==> src/rtl/gfx_arb_pkg.sv <==
package gfx_arb_pkg;
  localparam int NUM_PATHS = 3;
  localparam int PATH_W    = 2;

  typedef enum logic [PATH_W-1:0] {
    PATH_NONE = 2'd0,
    PATH_ONE  = 2'd1,
    PATH_TWO  = 2'd2,
    PATH_THR  = 2'd3
  } path_e;
endpackage

==> src/rtl/gfx_arb_pick.sv <==
module gfx_arb_pick
  import gfx_arb_pkg::*;
#(
  parameter int NP = NUM_PATHS
) (
  input  logic [NP-1:0] req,
  output path_e         win
);
  // Path 1 (bit 0) has the highest priority. The scan runs downward so the
  // lowest index that is requesting is the last one written.
  always_comb begin
    win = PATH_NONE;
    for (int i = NP - 1; i >= 0; i--) begin
      if (req[i]) win = path_e'(i + 1);
    end
  end
endmodule

==> src/rtl/gfx_arb_track.sv <==
module gfx_arb_track #(
  parameter int CNT_W = 15
) (
  input  logic           clk,
  input  logic           rst,
  input  logic           beat,
  input  logic [CNT_W:0] hdr_word,
  output logic           pkt_end,
  output logic           pkt_last
);
  logic             in_pay;
  logic [CNT_W-1:0] remain;
  logic             last_q;
  logic [CNT_W-1:0] hdr_cnt;

  assign hdr_cnt = hdr_word[CNT_W-1:0];

  always_comb begin
    if (!in_pay) begin
      pkt_end  = beat && (hdr_cnt == '0);
      pkt_last = hdr_word[CNT_W];
    end else begin
      pkt_end  = beat && (remain == CNT_W'(1));
      pkt_last = last_q;
    end
  end

  always_ff @(posedge clk) begin
    if (rst) begin
      in_pay <= 1'b0;
      remain <= '0;
      last_q <= 1'b0;
    end else if (beat) begin
      if (!in_pay) begin
        in_pay <= (hdr_cnt != '0);
        remain <= hdr_cnt;
        last_q <= hdr_word[CNT_W];
      end else begin
        remain <= remain - CNT_W'(1);
        if (remain == CNT_W'(1)) in_pay <= 1'b0;
      end
    end
  end

  // while payload words are due, the remaining count is never zero
  p_payload_nonzero_r2: assert property (@(posedge clk) disable iff (rst)
    in_pay |-> (remain != '0));
endmodule

==> src/rtl/gfx_arb_out.sv <==
module gfx_arb_out
  import gfx_arb_pkg::*;
#(
  parameter int DATA_W = 128
) (
  input  logic              clk,
  input  logic              rst,
  input  logic              load,
  input  logic [DATA_W-1:0] din,
  input  path_e             src_in,
  input  logic              snk_ready,
  output logic              snk_valid,
  output logic [DATA_W-1:0] snk_data,
  output path_e             snk_src,
  output logic              can_take
);
  assign can_take = !snk_valid || snk_ready;

  always_ff @(posedge clk) begin
    if (rst) begin
      snk_valid <= 1'b0;
      snk_src   <= PATH_NONE;
      snk_data  <= '0;
    end else if (can_take) begin
      snk_valid <= load;
      snk_src   <= load ? src_in : PATH_NONE;
      if (load) snk_data <= din;
    end
  end

  p_stall_hold_r9: assert property (@(posedge clk) disable iff (rst)
    (snk_valid && !snk_ready) |=> (snk_valid && $stable(snk_data) && $stable(snk_src)));

  p_valid_tagged_r10: assert property (@(posedge clk) disable iff (rst)
    snk_valid |-> (snk_src != PATH_NONE));
endmodule

==> src/rtl/gfx_path_arbiter.sv <==
module gfx_path_arbiter
  import gfx_arb_pkg::*;
#(
  parameter int DATA_W = 128,
  parameter int CNT_W  = 15
) (
  input  logic                        clk,
  input  logic                        rst,
  input  logic [NUM_PATHS-1:0]        src_valid,
  output logic [NUM_PATHS-1:0]        src_ready,
  input  logic [NUM_PATHS*DATA_W-1:0] src_data,
  input  logic                        p3_hold,
  output logic                        snk_valid,
  input  logic                        snk_ready,
  output logic [DATA_W-1:0]           snk_data,
  output logic [PATH_W-1:0]           snk_src,
  output logic [PATH_W-1:0]           stat_path,
  output logic                        stat_masked
);
  localparam int HDR_W = CNT_W + 1;

  path_e                grant;
  path_e                grant_n;
  path_e                pick_idle;
  path_e                pick_end;
  path_e                out_src;
  logic [DATA_W-1:0]    sel_data;
  logic [NUM_PATHS-1:0] cur_vec;
  logic [NUM_PATHS-1:0] elig;
  logic                 can_take;
  logic                 take;
  logic                 pkt_end;
  logic                 pkt_last;
  logic                 xfer_end;
  logic                 masked_q;

  // One-hot view of the grant and the per-path data select
  always_comb begin
    sel_data = '0;
    cur_vec  = '0;
    for (int i = 0; i < NUM_PATHS; i++) begin
      if (grant == path_e'(i + 1)) begin
        cur_vec[i] = 1'b1;
        sel_data   = src_data[i*DATA_W +: DATA_W];
      end
    end
  end

  assign src_ready = can_take ? cur_vec : '0;
  assign take      = |(src_valid & src_ready);

  // Path 3 is eligible only when no hold is applied
  assign elig = {~p3_hold, {(NUM_PATHS-1){1'b1}}};

  gfx_arb_pick #(.NP(NUM_PATHS)) u_pick_idle (
    .req (src_valid & elig),
    .win (pick_idle)
  );

  gfx_arb_pick #(.NP(NUM_PATHS)) u_pick_end (
    .req (src_valid & elig & ~cur_vec),
    .win (pick_end)
  );

  gfx_arb_track #(.CNT_W(CNT_W)) u_track (
    .clk      (clk),
    .rst      (rst),
    .beat     (take),
    .hdr_word (sel_data[HDR_W-1:0]),
    .pkt_end  (pkt_end),
    .pkt_last (pkt_last)
  );

  // Path 3 yields at every packet end; paths 1 and 2 at a flagged packet end
  assign xfer_end = pkt_end && ((grant == PATH_THR) || pkt_last);

  always_comb begin
    if (grant == PATH_NONE)  grant_n = pick_idle;
    else if (xfer_end)       grant_n = pick_end;
    else                     grant_n = grant;
  end

  always_ff @(posedge clk) begin
    if (rst) begin
      grant    <= PATH_NONE;
      masked_q <= 1'b0;
    end else begin
      grant    <= grant_n;
      masked_q <= p3_hold;
    end
  end

  gfx_arb_out #(.DATA_W(DATA_W)) u_out (
    .clk       (clk),
    .rst       (rst),
    .load      (take),
    .din       (sel_data),
    .src_in    (grant),
    .snk_ready (snk_ready),
    .snk_valid (snk_valid),
    .snk_data  (snk_data),
    .snk_src   (out_src),
    .can_take  (can_take)
  );

  assign snk_src     = out_src;
  assign stat_path   = grant;
  assign stat_masked = masked_q;

  p_no_preempt_r4: assert property (@(posedge clk) disable iff (rst)
    (grant != PATH_NONE && !xfer_end) |=> (grant == $past(grant)));

  p_hold_blocks_r8: assert property (@(posedge clk) disable iff (rst)
    (p3_hold && grant != PATH_THR) |=> (grant != PATH_THR));

  p_stall_grant_r9: assert property (@(posedge clk) disable iff (rst)
    (grant != PATH_NONE && snk_valid && !snk_ready) |=> $stable(grant));

  p_ready_onehot_r10: assert property (@(posedge clk) disable iff (rst)
    $onehot0(src_ready));

  p_p3_yield_r6: assert property (@(posedge clk) disable iff (rst)
    (grant == PATH_THR && pkt_end) |=> (grant != PATH_THR));
endmodule

==> config.mk <==
export PLATFORM = sky130hd
export DESIGN_NAME = gfx_path_arbiter
export DESIGN_NICKNAME = d
export VERILOG_FILES = /design/src/rtl/gfx_arb_pkg.sv /design/src/rtl/gfx_arb_pick.sv /design/src/rtl/gfx_arb_track.sv /design/src/rtl/gfx_arb_out.sv /design/src/rtl/gfx_path_arbiter.sv
export SDC_FILE = /design/constraint.sdc
export NUM_CORES = 1
export LEC_CHECK = 0
export BUFFER_PORTS_ARGS = -buffer_cell sky130_fd_sc_hd__buf_4
export CORE_AREA = 4 4 204 206
export DETAILED_ROUTE_END_ITERATION = 10
export DIE_AREA = 0 0 208 210
export GPL_ROUTABILITY_DRIVEN = 0
export SYNTH_ARGS = -nofsm -noshare
export SYNTH_HDL_FRONTEND = slang
export SYNTH_SLANG_ARGS = --single-unit
==> constraint.sdc <==
create_clock -name clk -period 2.7 [get_ports clk]
set_input_delay 0.54 -clock clk [delete_from_list [all_inputs] [get_ports clk]]
set_output_delay 0.54 -clock clk [all_outputs]
set_load 0.005 [all_outputs]
==> run_results.csv, run 1 <==
group,metric,value,unit
run_status,outcome,"finished, final reports clean",
place,port_buffers,527,
floorplan,core-area,39600,um2
min_path,hp-class,"in -> reg",
global_route,track_usage,18.4,%
sta,max_freq,395,MHz
worst_setup_path,critPathRequiredTime,3.04,ns
sta,rsz0062_at_grt,"false",
drt,drc,0,
place,dp_cells,1940,
logic_synthesis,synth.top_cell.area_share,37.0,%
sta,fin_crit_sh,93.8,%
drt,wl_per_cell,21.5,um
sta,setup_violations,0,
power,power_density,912,nW/um2
logic_synthesis,synth_seq_cells,151,
drt,drtIter0Drc,504,
floorplan,start_util,20.6,%
sta,slew_violations,0,
logic_synthesis,synth-seq-area-share,37.0,%
sta,clock_skew,0.00888,ns
clock_tree,cts_setup_buffers,0,
worst_setup_path,crit_type,"reg -> reg",
drt,route.antenna.remaining_nets,0,
worst_setup_path,endpoint_kind,"flop",
worst_setup_path,start_kind,"flop",
logic_synthesis,syn_area,8170,um2
final_layout,area_delta_synth_final,63.2,%
final_layout,drive_gt1_share,48.3,%
floorplan,dieArea,43700,um2
logic_synthesis,syn_inst,942,
drt,vias,9580,
logic_synthesis,post-synth-top-area-cell,"dfxtp_1",
power,ir_worst_vdd,510,uV
global_route,grt_max_degree,67,
logic_synthesis,synth_nets,1335,
final_layout,nFillCells,4106,
drt,wirelength,42600,um
worst_setup_path,crit_fanout,53,
drt,vias_per_cell,4.84,
clock_tree,cts_buffers,17,
sta,worst_pin_slew,0.793,ns
global_route,grt_pass1_vias,9988,
logic_synthesis,ys.flop_type,"dfxtp_1",
logic_synthesis,synth_area_per_cell,8.68,um2
global_route,grt_pass1_wl,62000,um
sta,slew_headroom,47.1,%
sta,final_hold_viol_count,0,
logic_synthesis,synthDistinctLibCells,50,
flow_run,maxCapViolCount,0,
logic_synthesis,synth_area_leaders,"dfxtp_1, mux2_2, a221oi_1",
clock_tree,ctsHtreeMaxLevel,4,
sta,tns,0,ns
logic_synthesis,synthArstFlopShare,0,%
logic_synthesis,synth_edf_count,0,
floorplan,placementRows,73,
global_route,grt-ovfl-total,0,
power,cellLeakagePower,0.00567,uW
floorplan,die_h,210,um
final_layout,nNetsFinal,1827,
worst_setup_path,rr_worst_depth,7,
clock_tree,cts_tree,"built",
floorplan,die_x,208,um
clock_tree,clock_sinks,151,
floorplan,io_pins,528,
min_path,min_path_cells,3,
sta,fin_crit,2.53,ns
clock_tree,cts_max_path_buffers,2,
final_layout,finalNonFillerCells,1980,
clock_tree,cts_root_buf,"clkbuf_16",
clock_tree,path_clk_slew,0.07,ns
place,dp_hpwl,33600,um
worst_setup_path,crit_arrival,2.88,ns
logic_synthesis,yosys_warnings,0,
drt,drtPass1Iterations,5,
clock_tree,clock_latency,0.44,ns
global_route,antenna_found_initial,8,
state kept, by name, indices dropped and copies added (netlist names):
name             count
stat_masked          1
stat_path            2
u_out.snk_data     128
u_out.snk_src        2
u_out.snk_valid      1
u_track.in_pay       1
u_track.last_q       1
u_track.remain      15
final cells by class:
type | instances | area (um2) | area share, %
timing repair buffer | 569 | 4340 | 32.5
clock inverter | 10 | 86.3 | 0.647
tap | 525 | 657 | 4.92
sequential | 151 | 3030 | 22.7
inverter | 5 | 18.8 | 0.141
clock buffer | 22 | 464 | 3.48
multi-input combinational | 690 | 4720 | 35.4
antenna | 8 | 20.0 | 0.150
where the power goes:
part           switching (uW)  internal, uW
clock network            1070          1250
registers                 521          3000
logic                    3400          2930
final timing paths:
path | from | endpoint | slack, ns
min reg2reg | u_out.snk_src[0]$_SDFFE_PP0N_ | u_out.snk_src[0]$_SDFFE_PP0N_ | 0.47
max reg2reg | stat_path[0]$_SDFFE_PP0P_ | u_out.snk_data[38]$_SDFFE_PP0P_ | 0.17
max | stat_path[0]$_SDFFE_PP0P_ | u_out.snk_data[38]$_SDFFE_PP0P_ | 0.17
min | src_data[112] | u_out.snk_data[112]$_SDFFE_PP0P_ | 0.40
metal layers:
layer,up-vias,global-route usage [%],part of all wire (%)
li1,4540,-,-
met1,4514,21.4,39
met2,480,32.0,50
met3,44,5.80,7.9
met4,2,6.52,2.8
met5,-,0,0.047
cell usage in the layout (no fill, tap or decap), drive strengths merged, types with 12 or more instances in the layout:
master	Yosys	layout
a21oi	19	19
mux2	113	113
a221oi	112	112
nor3	134	134
dfxtp	151	151
mux2i	19	19
clkbuf	46	22
buf	50	569
o21ai	17	17
nand2	21	21
a22oi	12	12
o2bb2ai	17	17
nor2	167	167
critical path: stages (launching register included):
cell,delay [ns]
dfxtp_4,0.44
nor2b_4,0.40
buf_4,0.29
a2bb2oi_1,0.15
nor2_4,0.25
buf_4,0.55
nor2_1,0.08
nor3_1,0.21
cells by family (layout without fill, tap and decap cells):
group,count (synthesis),in the layout,share of synthesized area (%)
compound gates,198,198,19.3
fa+ha+maj,2,2,0.306
buf+inv,101,606,5.45
flops,151,151,37.0
mux,132,132,17.9
other cells,0,8,0
simple gates,358,358,20.1
Yosys cell counts, types with 3 or more instances:
master,number
nor2_1,166
dfxtp_1,151
nor3_1,134
a221oi_1,112
mux2_2,89
clkbuf_1,46
buf_2,26
mux2_1,24
nand2_1,21
a21oi_1,19
buf_1,19
mux2i_1,19
o2bb2ai_1,17
a22oi_1,12
o21ai_0,11
nand3_1,9
nor2b_1,6
o21ai_1,6
a211oi_1,4
buf_6,4
inv_1,4
and2_1,3
nand2b_1,3
nor4_1,3
metrics by stage:
step | setup WS (ns) | total power (uW) | util, % | hold WS (ns) | cell area [um2]
after floorplan | 0.720 | 6950 | - | 0.448 | 8170
after global placement | 0.143 | 9840 | 32.2 | 0.448 | 12800
after detailed placement | 0.111 | 9920 | 32.2 | 0.464 | 12800
after CTS | 0.0919 | 12300 | 33.6 | 0.363 | 13300
after global routing | 0.0175 | 13100 | 33.6 | 0.375 | 13300
final | 0.168 | 12200 | 33.7 | 0.399 | 13300
what timing repair did:
item / in CTS / in global routing
resized for setup: 0 / 2
setup endpoints to repair: 0 / 4
hold buffers: 0 / 0
Note: power is estimated with default switching activity, not from simulation.
==> run 2, diff against run 1 <==
--- a/config.mk
+++ b/config.mk
@@ -6,10 +6,13 @@
 export NUM_CORES = 1
 export LEC_CHECK = 0
 export BUFFER_PORTS_ARGS = -buffer_cell sky130_fd_sc_hd__buf_4
+export CELL_PAD_IN_SITES_DETAIL_PLACEMENT = 1
+export CELL_PAD_IN_SITES_GLOBAL_PLACEMENT = 1
 export CORE_AREA = 4 4 204 206
 export DETAILED_ROUTE_END_ITERATION = 10
 export DIE_AREA = 0 0 208 210
 export GPL_ROUTABILITY_DRIVEN = 0
+export PLACE_DENSITY_LB_ADDON = 0.1
 export SYNTH_ARGS = -nofsm -noshare
 export SYNTH_HDL_FRONTEND = slang
 export SYNTH_SLANG_ARGS = --single-unit
==> run 2 against run 1 <==
Final area decreased by 0.54%. Die area unchanged. Register-to-register slack about the same. Combinational power decreased by 1%. Non-clock buffer count decreased by 16. Sequential power increased by 1%. Count of clock-buffer cells in the layout decreased by 3. Clock skew decreased by 0.00091 ns. Critical path depth unchanged. Sequential cell count unchanged. Setup slack improved by 0.010 ns. Routed wire length increased by 1.3%. Largest cell class unchanged.
==> run_results.csv, run 2 (synthesis results as in run 1) <==
group,metric,value,unit
run_status,outcome,"finished, final reports clean",
clock_tree,path_clk_slew,0.06,ns
final_layout,final_util,33.5,%
floorplan,die_h,210,um
final_layout,mostFrequentLayoutCells,"buf_4, nor2_1, dfxtp_1",
global_route,grt_max_degree,80,
clock_tree,ctsHtreeMaxLevel,4,
global_route,antenna_found_initial,5,
clock_tree,cts_max_path_buffers,2,
sta,setup_violations,0,
worst_setup_path,critPathRequiredTime,3.02,ns
final_layout,area_delta_synth_final,62.3,%
sta,rsz0062_at_grt,"false",
sta,slew_headroom,45.0,%
sta,max_freq,397,MHz
drt,drc,0,
min_path,hp-class,"in -> reg",
final_layout,fin_area,13300,um2
power,ir_worst_vdd,440,uV
floorplan,core-area,39600,um2
sta,fin_crit_sh,93.4,%
final_layout,top_regs,"u_out.snk_data: 128 flops, u_track.remain: 15 flops",
place,port_buffers,527,
final_layout,nFillCells,4752,
clock_tree,clock_sinks,151,
global_route,grt_pass1_vias,9965,
drt,vias,9356,
floorplan,dieArea,43700,um2
flow_run,maxCapViolCount,0,
sta,whs,0.366,ns
clock_tree,ctsHoldBuffers,0,
final_layout,multi_input_area,4720,um2
final_layout,nNetsFinal,1811,
drt,wirelength,43200,um
floorplan,start_util,20.6,%
floorplan,placementRows,73,
clock_tree,cts_buffers,17,
final_layout,final_common_cell,"buf_4",
sta,final_hold_viol_count,0,
sta,fin_crit,2.52,ns
final_layout,largest_reg_flops,128,
worst_setup_path,start_kind,"flop",
final_layout,seq_area,3030,um2
power,cellLeakagePower,0.00564,uW
clock_tree,cts_tree,"built",
place,dp_hpwl,33500,um
place,dpl-instance-area,12600,um2
sta,tns,0,ns
place,dp_cells,1924,
sta,worst_pin_slew,0.825,ns
final_layout,drive_gt1_share,47.9,%
global_route,grt-ovfl-total,0,
clock_tree,clock_latency,0.44,ns
worst_setup_path,crit_arrival,2.85,ns
drt,drtIter0Drc,372,
worst_setup_path,crit_type,"reg -> reg",
sta,slew_violations,0,
drt,wl_per_cell,22.1,um
worst_setup_path,crit_fanout,27,
global_route,grt_pass1_wl,63700,um
drt,vias_per_cell,4.78,
worst_setup_path,endpoint_kind,"flop",
floorplan,io_pins,528,
floorplan,die_x,208,um
final_layout,finalNonFillerCells,1957,
power,power_density,938,nW/um2
clock_tree,cts_root_buf,"clkbuf_16",
drt,drtPass1Iterations,4,
final_layout,regMostFlops,"u_out.snk_data",
drt,route.antenna.remaining_nets,0,
global_route,track_usage,18.9,%
sta,clock_skew,0.00797,ns
-- run 2: changes by cell type in the layout (fill, tap and decap cells not counted), moves of 3 or more --
cell / delta
inv_6: -4
clkbuf_1: -3
clkinv_2: +5
bufinv_16: +4
buf_4: -15
diode_2: -7
-- run 2: cell type report --
type / count / area share, %
Clock inverter: 13 / 1.34
Multi-Input combinational cell: 690 / 35.6
Antenna cell: 1 / 0.0189
Clock buffer: 19 / 3.41
Timing Repair Buffer: 553 / 31.7
Tap cell: 525 / 4.95
Inverter: 5 / 0.141
Sequential cell: 151 / 22.8
-- run 2: where the power goes --
part | total (uW) | switching, uW | internal (uW)
registers | 3570 | 574 | 3000
logic | 6250 | 3410 | 2840
clock network | 2630 | 1040 | 1590
total | 12400 | 5020 | 7430
-- run 2: repair_timing --
item | in CTS | in global routing
buffers inserted | 0 | 0
resized for setup | 0 | 1
setup endpoints to repair | 0 | 1
-- run 2: per-stage QoR --
stage	setup slack (ns)	total power (uW)
after floorplan	0.720	6950
after detailed placement	0.228	10000
after global placement	0.222	9930
after global routing	0.0323	13400
final	0.178	12400
after CTS	0.109	12700
-- run 2: critical path: stages (launching register included) --
cell	delay, ns
dfxtp_4	0.68
mux2i_1	0.30
o2bb2ai_1	0.16
nor4_1	0.43
buf_4	0.19
and3_1	0.20
a211oi_1	0.10
a2111oi_2	0.34
-- run 2: metal layers --
metal,global-route usage (%),wire length (um),vias up
met3,6.79,3540,35
met2,33.8,21800,352
met1,21.8,17300,4464
li1,-,-,4497
met5,0,46,-
met4,4.01,471,8
-- run 2: final timing paths --
| kind | start | end | slack, ns | depth (start not counted) |
|---|---|---|---|---|
| max | stat_path[0]$_SDFFE_PP0P_ | stat_path[0]$_SDFFE_PP0P_ | 0.18 | 7 |
| max reg2reg | stat_path[0]$_SDFFE_PP0P_ | stat_path[0]$_SDFFE_PP0P_ | 0.18 | 7 |
| min reg2reg | u_out.snk_src[0]$_SDFFE_PP0N_ | u_out.snk_src[0]$_SDFFE_PP0N_ | 0.46 | 2 |
| min | p3_hold | stat_masked$_SDFF_PP0_ | 0.37 | 2 |
